<file path="config.mk">
export PLATFORM = sky130hd
export DESIGN_NAME = dma_addr_pair
export DESIGN_NICKNAME = d
export VERILOG_FILES = /design/src/rtl/dma_addr_pair.sv
export SDC_FILE = /design/constraint.sdc
export NUM_CORES = 1
export LEC_CHECK = 0
export CORE_ASPECT_RATIO = 1.1
export CORE_MARGIN = 2
export CORE_UTILIZATION = 57
export CTS_CLUSTER_SIZE = 25
export DETAILED_ROUTE_END_ITERATION = 8
export HOLD_SLACK_MARGIN = 0.02
export PLACE_DENSITY = 0.95
export REMOVE_ABC_BUFFERS = 1
export SETUP_SLACK_MARGIN = 0.3
export SYNTH_ARGS = -nofsm -noshare
export SYNTH_HDL_FRONTEND = slang
export SYNTH_SLANG_ARGS = --single-unit
</file>
<file path="constraint.sdc">
create_clock -name clk -period 7.4 [get_ports clk]
set_clock_uncertainty 0.05 [all_clocks]
set_input_delay 2.22 -clock clk [delete_from_list [all_inputs] [get_ports clk]]
set_output_delay 2.22 -clock clk [all_outputs]
set_load 0.1 [all_outputs]
</file>
<file path="src/rtl/dma_addr_pair.sv">
module dma_addr_pair #(
  parameter int ADDR_W = 16,
  parameter int BYTE_W = 8
) (
  input  logic              clk,
  input  logic              rst_n,
  input  logic              reg_wr,
  input  logic              reg_rd,
  input  logic [BYTE_W-1:0] reg_wdata,
  output logic [BYTE_W-1:0] reg_rdata,
  input  logic              ptr_clr,
  input  logic              xfer_done,
  input  logic              term_cnt,
  input  logic              auto_init,
  input  logic              dir_down,
  input  logic              word_mode,
  output logic [ADDR_W:0]   bus_addr
);

  localparam int LANES = ADDR_W / BYTE_W;
  localparam int PTR_W = (LANES > 1) ? $clog2(LANES) : 1;
  localparam logic [PTR_W-1:0] LAST = PTR_W'(LANES - 1);

  logic [ADDR_W-1:0] base_q, cur_q, cur_d, base_d;
  logic [PTR_W-1:0]  ptr_q;
  logic              access, reload;

  assign access = reg_wr | reg_rd;
  assign reload = term_cnt & auto_init;

  always_ff @(posedge clk or negedge rst_n) begin
    if (!rst_n)       ptr_q <= '0;
    else if (ptr_clr) ptr_q <= '0;
    else if (access)  ptr_q <= (ptr_q == LAST) ? '0 : ptr_q + 1'b1;
  end

  always_comb begin
    base_d = base_q;
    cur_d  = cur_q;
    if (reg_wr) begin
      base_d[ptr_q*BYTE_W +: BYTE_W] = reg_wdata;
      cur_d[ptr_q*BYTE_W +: BYTE_W]  = reg_wdata;
    end else if (reload) begin
      cur_d = base_q;
    end else if (xfer_done) begin
      cur_d = dir_down ? cur_q - 1'b1 : cur_q + 1'b1;
    end
  end

  always_ff @(posedge clk) begin
    base_q <= base_d;
    cur_q  <= cur_d;
  end

  assign reg_rdata = cur_q[ptr_q*BYTE_W +: BYTE_W];
  assign bus_addr  = word_mode ? {cur_q, 1'b0} : {1'b0, cur_q};

  for (genvar g = 0; g < LANES; g++) begin : g_lane_chk
    a_r1_write_lane: assert property (@(posedge clk) disable iff (!rst_n)
      (reg_wr && ptr_q == PTR_W'(g)) |=>
        (cur_q[g*BYTE_W +: BYTE_W] == $past(reg_wdata) &&
         base_q[g*BYTE_W +: BYTE_W] == $past(reg_wdata)));
  end

  a_r6_ptr_advance: assert property (@(posedge clk) disable iff (!rst_n)
    (access && !ptr_clr) |=>
      ptr_q == (($past(ptr_q) == LAST) ? '0 : $past(ptr_q) + 1'b1));

  a_r6_ptr_idle: assert property (@(posedge clk) disable iff (!rst_n)
    (!access && !ptr_clr) |=> $stable(ptr_q));

  a_r7_ptr_clear: assert property (@(posedge clk) disable iff (!rst_n)
    ptr_clr |=> ptr_q == '0);

  a_r4_reload: assert property (@(posedge clk) disable iff (!rst_n)
    (reload && !reg_wr) |=> cur_q == $past(base_q));

  a_r3_step: assert property (@(posedge clk) disable iff (!rst_n)
    (xfer_done && !reg_wr && !reload) |=>
      cur_q == ($past(dir_down) ? $past(cur_q) - 1'b1 : $past(cur_q) + 1'b1));

  a_r5_no_auto: assert property (@(posedge clk) disable iff (!rst_n)
    (!reg_wr && !reload && !xfer_done) |=> $stable(cur_q) && $stable(base_q));

  a_r9_word_lsb: assert property (@(posedge clk) disable iff (!rst_n)
    word_mode |-> (bus_addr[0] == 1'b0 && bus_addr[ADDR_W:1] == cur_q));

endmodule

</file>
# After elaboration in Yosys (flattened, before gate mapping)
# Cells that the tools add are included.
# W data, S select, Z words.
[op_classes] n_addsub=4 shifts=3 muxes=10 n_bitwise=2 n_reduce_logical=2
[ops] operator="$mux W16" n=4
[ops] operator="$neg A4 Y34" n=1
[ops] operator="$shift A8 B34 Y16 const A" n=1
[ops] operator="$shiftx A8 B34 Y16" n=1
[ops] operator="$bwmux W16" n=2
[ops] operator="$mux W17" n=1
[ops] operator="$add A16 B1 Y16 const B" n=1
[ops] operator="$shiftx A16 B5 Y8" n=1
[ops] operator="$sub A16 B1 Y16 const B" n=1
[ops] operator="$mux W1" n=3
[ops] operator="$reduce_bool A3 Y1" n=1
[ops] operator="$reduce_bool A2 Y1" n=1
[ops] operator="$add A1 B1 Y1 const B" n=1
[ops] operator="$and A1 B1 Y1" n=1
[ops] operator="$or A1 B1 Y1" n=1
[word_totals] ff_bits=33

# Longest topological paths before layout
# Gate-level depths: netlist (run 1).
[depth] ltp_word=5 depth_mapped=8 ltp_nobuf=8

# Worst setup path after synthesis (run 1)
# OpenSTA, ideal clock, no wires.
[synth_timing] kind="input -> output" from="input word_mode" to="output bus_addr[0]" arrival_time_ps=4005 required_time_ps=5130 slack_ps=1125 stages=3 n_path_buf=2 path_cell_list="clkbuf_1 > buf_1 > nor2b_1"
[synth_via] elab_chain_cells=1
[synth_lines] item="from (decl)" line_no="16" source="input logic word_mode,"
[synth_lines] item="$mux W17" line_no="56" source="assign bus_addr = word_mode ? {cur_q, 1'b0} : {1'b0, cur_q};"
[synth_lines] item="to (decl)" line_no="17" source="output logic [ADDR_W:0] bus_addr"
# No other way between the ends.

# Worst setup path in the final report (run 1)
[layout_timing] from="input word_mode" to="output bus_addr[11]"
# The elaborated chain is that of the path after synthesis.

==> results of run 1 <==
layout make-up:
cell class                 instances  area (µm²)  area share
multi-input combinational        188        1410       0.473
clock buffer                       6        72.6      0.0244
timing repair buffer              43         385       0.130
inverter                           5        18.8     0.00632
clock inverter                     2        33.8      0.0114
tap                               54        67.6      0.0228
sequential                        33         986       0.332
power groups by stage:
stage	combinational, W	clock [W]	sequential (W)
6_report	0.000583	0.000163	0.000273
5_1_grt	0.000612	0.000169	0.000277
4_1_cts	0.000581	0.000164	0.000273
3_5_place_dp	0.000578	0	0.000277
3_3_place_gp	0.000566	0	0.000276
2_1_floorplan	0.000458	0	0.000263
flip-flops by register name (all words and copies together) (netlist names):
name    count
cur_q      16
base_q     16
ptr_q       1
worst reg2reg max path: cells and delay by family, from the launching register on:
kind,cells,cell delay [ns]
DFF,1,0.50
AOI/OAI and AO/OA,5,0.78
and+or+nand+nor,1,0.17
xor gates and xnor gates,1,0.32
adders and majority gates,1,0.48
synth_stat cells (3+ instances only):
cell | instances | area [µm²]
sky130_fd_sc_hd__clkbuf_1 | 7 | 26.3
sky130_fd_sc_hd__nor3_1 | 5 | 25.0
sky130_fd_sc_hd__nor2b_1 | 12 | 75.1
sky130_fd_sc_hd__o21ai_0 | 12 | 60.1
sky130_fd_sc_hd__a21oi_1 | 17 | 85.1
sky130_fd_sc_hd__nand2_1 | 17 | 63.8
sky130_fd_sc_hd__a21oi_2 | 3 | 26.3
sky130_fd_sc_hd__nor2_1 | 19 | 71.3
sky130_fd_sc_hd__and2_1 | 9 | 56.3
sky130_fd_sc_hd__a22oi_1 | 4 | 30.0
sky130_fd_sc_hd__xor2_1 | 4 | 35.0
sky130_fd_sc_hd__xnor2_1 | 10 | 87.6
sky130_fd_sc_hd__inv_1 | 5 | 18.8
sky130_fd_sc_hd__edfxtp_1 | 32 | 961
sky130_fd_sc_hd__a21o_1 | 4 | 30.0
sky130_fd_sc_hd__ha_1 | 14 | 175
sky130_fd_sc_hd__mux2_2 | 27 | 304
sky130_fd_sc_hd__buf_1 | 3 | 11.3
sky130_fd_sc_hd__nand2b_1 | 4 | 25.0
how the worst max path moves through the flow:
stage,start,cells past startpoint,end,slack [ns]
finish,word_mode,3,bus_addr[11],1.27
floorplan,word_mode,1,bus_addr[0],1.57
detailed placement,word_mode,3,bus_addr[11],1.31
CTS,word_mode,3,bus_addr[11],1.31
global placement,word_mode,3,bus_addr[8],1.34
global route,word_mode,3,bus_addr[10],1.22
cells by family (layout without fill, tap and decap cells):
logic type               Yosys count  after routing  synth area share
AO/OA/AOI/OAI                     59             59             0.162
XOR/XNOR                          14             14            0.0501
adder cells (fa/ha/maj)           15             15            0.0798
buffers and inverters             15             56            0.0230
flip-flops                        33             33             0.403
multiplexers                      29             29             0.132
AND/OR/NAND/NOR                   71             71             0.150
routing by layer:
layer	share of wire	up-vias	wire length (µm)
li1	-	956	-
met1	0.41	959	2470
met2	0.52	64	3150
met3	0.050	15	301
met4	0.024	0	144
met5	0	-	0
metrics by stage:
stage | hold WS, ns | utilization | setup WS [ns] | area, µm² | power [W]
after floorplan | 0.470 | - | 1.57 | 2410 | 0.000721
after global placement | 0.483 | 0.678 | 1.34 | 2860 | 0.000842
after detailed placement | 0.492 | 0.678 | 1.31 | 2860 | 0.000854
after CTS | 0.502 | 0.703 | 1.31 | 2970 | 0.00102
after global routing | 0.558 | 0.703 | 1.22 | 2970 | 0.00106
final | 0.496 | 0.703 | 1.27 | 2970 | 0.00102
==> reports/summary.log, run 1 <==
[run_status] result of the run completed
[floorplanning] area of the placeable core 4220 µm²
[logic_synthesis] share of synthesized registers carrying an async set or reset 0.0303
[critical_path] endpoint of the worst register-to-register path cur_q[12]
[grt] total track usage 0.273
[logic_synthesis] mean area per synthesized cell 10.4 µm²
[drt] number of vias after detailed routing 1994
[grt] met3 routing resource usage after global routing 0.0448
[floorplanning] die height 72.7 µm
[clock_tree] number of buffers added to fix hold violations after cts 0
[hold_path] Hold Startpoint base_q[15]
[logic_synthesis] dominant register cell in the synthesized netlist sky130_fd_sc_hd__edfxtp_1
[critical_path] nature of the critical path startpoint input pin
[critical_path] delay of the slowest cell on the worst path 0.98 ns
[clock_tree] root buffer cell sky130_fd_sc_hd__clkbuf_8
[logic_synthesis] number of enable flip-flop cells after synthesis 32
[critical_path] buffers and inverters on the worst path 2
[job] total of max-cap violations 0
[clock_tree] number of H-tree levels 2
[logic_synthesis] area of the mapped netlist 2450 µm²
[power_and_ir_drop] peak supply drop 0.000219 V
[clock_tree] worst skew pair latency 0.29 ns
[placed_design] Post-DP HPWL 4.59 mm
[drt] number of vias per cell 6.02
[critical_path] required time at the worst-slack endpoint 5.13 ns
[critical_path] critical path, cell by cell clkdlybuf4s50_1 -> mux2_2 -> buf_4
[placed_design] quantity of I/O buffers inserted on ports 42
[drt] number of optimization iterations in the first detailed-route pass 5
[cells_and_area] Total Nets Final 309
[grt] busiest layer in global routing met2
[placed_design] placed cells 323
[timing] final number of hold-violating endpoints 0
[cells_and_area] FILL cells 324
[power_and_ir_drop] internal power 0.000517 W
[clock_tree] Clock Sinks 33
[critical_path] cell count of the worst reg-to-reg path 8
[floorplanning] Rows 25
[grt] overflow left after global routing 0
[critical_path] FF-to-FF setup slack 4.80 ns
[power_and_ir_drop] part of the total power dissipated in combinational logic 0.572
[power_and_ir_drop] fraction of power spent switching nets 0.493
[drt] WL/cell 18.3 µm
[clock_tree] TritonCTS Buffers 5
[logic_synthesis] Synth warnings 0
[cells_and_area] Antenna diodes 0
[placed_design] routability cong. 0.929
[power_and_ir_drop] power share of the sequential group 0.268
[grt] met1 demand-to-capacity share in global routing 0.355
[logic_synthesis] Yosys cell types 43
[critical_path] reg-to-reg critical path startpoint cur_q[0]
[critical_path] category of the critical setup timing path in2out
[cells_and_area] share of cells above drive strength 1 0.217
[timing] relative max-transition margin 0.317
[drt] total wire length after detailed routing 6.06 mm
[drt] DRC marker count from the first detailed-route iteration 133
[critical_path] critical path capture point type output port
[critical_path] category of cells accounting for the largest share of critical-path delay buffers and inverters
[floorplanning] I/O pins 43
[timing] period utilization 0.829
[hold_path] Hold Path Sink cur_q[15]
[timing] RSZ-0062 raised after global routing false
[power_and_ir_drop] Switch Pwr 0.000502 W
[cells_and_area] commonest non-fill, non-tap cells in the layout 32 x sky130_fd_sc_hd__edfxtp_1, 27 x sky130_fd_sc_hd__mux2_2, 25 x sky130_fd_sc_hd__clkdlybuf4s50_1
[power_and_ir_drop] Lkg Pwr 1.18 nW
[hold_path] depth of the worst hold-timing path 2
[logic_synthesis] register area share after synthesis 0.403
[critical_path] slowest cell on the critical path sky130_fd_sc_hd__clkdlybuf4s50_1
[timing] Sum Neg Setup Slack 0 ns
[grt] via count of the first global-routing pass 1975
[grt] pin count of the biggest net entering global routing 28
[clock_tree] clock tree buffer depth 2
[power_and_ir_drop] clock share of power 0.160
[hold_path] type of the tightest min-delay check reg2reg
[logic_synthesis] synthesized instance count 236
[clock_tree] clock slew at the register clock pins of the worst setup and hold paths 0.06 ns
[cells_and_area] Synth-to-Final Area Change 21.3%
[logic_synthesis] number of flip-flops and latches in the synthesized netlist 33
[clock_tree] post-CTS setup buffers 0
[grt] met2 usage 0.449
[grt] antenna violations before repair 0
[floorplanning] die width 66.5 µm
[timing] Tightest Pin Transition 1.02 ns
[cells_and_area] most frequent standard cell in the layout excluding fill and tap cells sky130_fd_sc_hd__edfxtp_1
[timing] count of final max-slew check failures 0
[critical_path] highest fanout seen on the critical path 17
[timing] time the worst path needs with I/O delays and setup 6.13 ns
[timing] fmax 163 MHz
[clock_tree] clock tree from TritonCTS yes
[timing] Finish-stage setup viols 0
[drt] Post-DRT Antenna Nets 0
[critical_path] arrival time worst endpoint 3.86 ns
[floorplanning] floorplan die area 4830 µm²
[power_and_ir_drop] power density over the cells 343 nW/µm²
[grt] first-pass GRT wire length 9.83 mm
[drt] residual DRC count 0
[clock_tree] quantity of gates resized following cts 0
[floorplanning] Initial Util 0.580
[cells_and_area] final instance count without filler cells 331
Note: power is estimated with default switching activity, not from simulation.
==> run 2, diff against run 1 <==
--- a/config.mk
+++ b/config.mk
@@ -7,11 +7,11 @@
 export LEC_CHECK = 0
 export CORE_ASPECT_RATIO = 1.1
 export CORE_MARGIN = 2
-export CORE_UTILIZATION = 57
+export CORE_UTILIZATION = 48
 export CTS_CLUSTER_SIZE = 25
 export DETAILED_ROUTE_END_ITERATION = 8
 export HOLD_SLACK_MARGIN = 0.02
-export PLACE_DENSITY = 0.95
+export PLACE_DENSITY = 0.87
 export REMOVE_ABC_BUFFERS = 1
 export SETUP_SLACK_MARGIN = 0.3
 export SYNTH_ARGS = -nofsm -noshare
==> constraint.sdc (replaced) <==
create_clock -name clk -period 5.2 [get_ports clk]
set_clock_uncertainty 0.05 [all_clocks]
set_input_delay 1.56 -clock clk [delete_from_list [all_inputs] [get_ports clk]]
set_output_delay 1.56 -clock clk [all_outputs]
set_load 0.1 [all_outputs]
==> run 2 against run 1 <==
  * Setup slack got worse by 0.51 ns
  * Critical endpoint is now bus_addr[15]
  * Design area increased by 7.2%
  * Final cell count increased by 1.8%
  * Critical path depth increased by 1
  * Clock-buffer cell count decreased by 1
  * Clock power increased by 6%
  * Largest power group unchanged
==> reports/summary.log, run 2 (synthesis results as in run 1) <==
[cells_and_area] Synth-to-Final Area Change 30.1%
[cells_and_area] commonest non-fill, non-tap cells in the layout 32 x sky130_fd_sc_hd__edfxtp_1, 27 x sky130_fd_sc_hd__mux2_2, 25 x sky130_fd_sc_hd__clkdlybuf4s50_1
[timing] RSZ-0062 raised after global routing false
[cells_and_area] area of all placed cells without fillers 3180 µm²
[grt] total track usage 0.226
[grt] antenna violations before repair 0
[placed_design] post-placement worst setup slack 0.716 ns
[cells_and_area] most frequent standard cell in the layout excluding fill and tap cells sky130_fd_sc_hd__edfxtp_1
[timing] Finish-stage setup viols 0
[clock_tree] clock tree from TritonCTS yes
[floorplanning] die height 78.9 µm
[clock_tree] clock tree buffer depth 2
[clock_tree] clock slew at the register clock pins of the worst setup and hold paths 0.06 ns
[timing] final number of hold-violating endpoints 0
[placed_design] standard cell area after detailed placement 3110 µm²
[timing] period utilization 0.854
[critical_path] critical path capture point type output port
[clock_tree] number of buffers added to fix hold violations after cts 0
[clock_tree] root buffer cell sky130_fd_sc_hd__clkbuf_8
[power_and_ir_drop] power density over the cells 465 nW/µm²
[power_and_ir_drop] peak supply drop 0.000281 V
[clock_tree] post-CTS setup buffers 0
[placed_design] Post-DP HPWL 4.63 mm
[drt] number of vias per cell 5.76
[critical_path] arrival time worst endpoint 2.83 ns
[run_status] result of the run completed
[cells_and_area] biggest regs base_q: 16 flops, cur_q: 16 flops, ptr_q: 1 flops
[placed_design] routability cong. 0.901
[power_and_ir_drop] Lkg Pwr 1.25 nW
[timing] WHS 0.513 ns
[drt] residual DRC count 0
[drt] DRC marker count from the first detailed-route iteration 161
[grt] pin count of the biggest net entering global routing 19
[hold_path] type of the tightest min-delay check reg2reg
[floorplanning] I/O pins 43
[placed_design] quantity of I/O buffers inserted on ports 42
[critical_path] required time at the worst-slack endpoint 3.59 ns
[cells_and_area] Total Nets Final 313
[grt] first-pass GRT wire length 9.74 mm
[floorplanning] area of the placeable core 4970 µm²
[floorplanning] Rows 27
[timing] count of final max-slew check failures 0
[clock_tree] Clock Sinks 33
[cells_and_area] Antenna diodes 0
[critical_path] category of the critical setup timing path in2out
[timing] time the worst path needs with I/O delays and setup 4.44 ns
[timing] Tightest Pin Transition 0.988 ns
[drt] number of optimization iterations in the first detailed-route pass 4
[timing] Final Worst Setup Slack 0.760 ns
[drt] total wire length after detailed routing 5.94 mm
[clock_tree] TritonCTS Buffers 5
[timing] Sum Neg Setup Slack 0 ns
[grt] overflow left after global routing 0
[job] total of max-cap violations 0
[drt] number of vias after detailed routing 1942
[clock_tree] quantity of gates resized following cts 0
[clock_tree] worst skew pair latency 0.28 ns
[power_and_ir_drop] Final Total Pwr 0.00148 W
[drt] Post-DRT Antenna Nets 0
[grt] via count of the first global-routing pass 1878
[floorplanning] floorplan die area 5690 µm²
[drt] WL/cell 17.6 µm
[floorplanning] Initial Util 0.493
[floorplanning] die width 72.1 µm
[critical_path] nature of the critical path startpoint input pin
[clock_tree] number of H-tree levels 2
[cells_and_area] share of cells above drive strength 1 0.229
[timing] fmax 225 MHz
[timing] relative max-transition margin 0.339
[critical_path] highest fanout seen on the critical path 17
-- run 2: worst paths after layout --
kind | start | endpoint | slack [ns] | cells after the start
min in group asynchronous | rst_n | ptr_q | 1.37 | 1
hold reg to reg | base_q[15] | cur_q[15] | 0.51 | 2
setup / recovery | word_mode | bus_addr[15] | 0.76 | 4
setup reg to reg | cur_q[0] | cur_q[12] | 2.60 | 8
hold / removal | base_q[15] | cur_q[15] | 0.51 | 2
max in group asynchronous | rst_n | ptr_q | 3.64 | 1
-- run 2: where the power goes --
group          total (W)  leakage [nW]  switching (W)  internal (W)
Sequential      0.000388         0.329      0.0000434      0.000344
Combinational   0.000920         0.885       0.000593      0.000327
Clock           0.000173        0.0399      0.0000854     0.0000878
-- run 2: metal layers --
metal	vias to the layer above	wire length (µm)	track usage	part of all wire
met5	-	0	0	0
met4	0	63	0.0679	0.011
met3	7	248	0.0317	0.042
met2	46	3150	0.390	0.53
met1	919	2480	0.292	0.42
li1	970	-	-	-
-- run 2: through the flow --
stage,cells,utilization
after global placement,331,0.626
final,337,0.641
after detailed placement,331,0.626
after floorplan,226,-
after global routing,337,0.641
after CTS,337,0.641
-- run 2: final cells by class --
type	count	area (µm²)
tap	58	72.6
timing repair buffer	47	628
inverter	5	18.8
sequential	33	986
clock buffer	5	68.8
clock inverter	1	5.00
multi-input combinational	188	1410
fill	386	1780
-- run 2: critical path: stages --
cell                              delay, ns
sky130_fd_sc_hd__clkdlybuf4s50_1       0.45
sky130_fd_sc_hd__buf_4                 0.24
sky130_fd_sc_hd__mux2_2                0.40
sky130_fd_sc_hd__buf_12                0.17
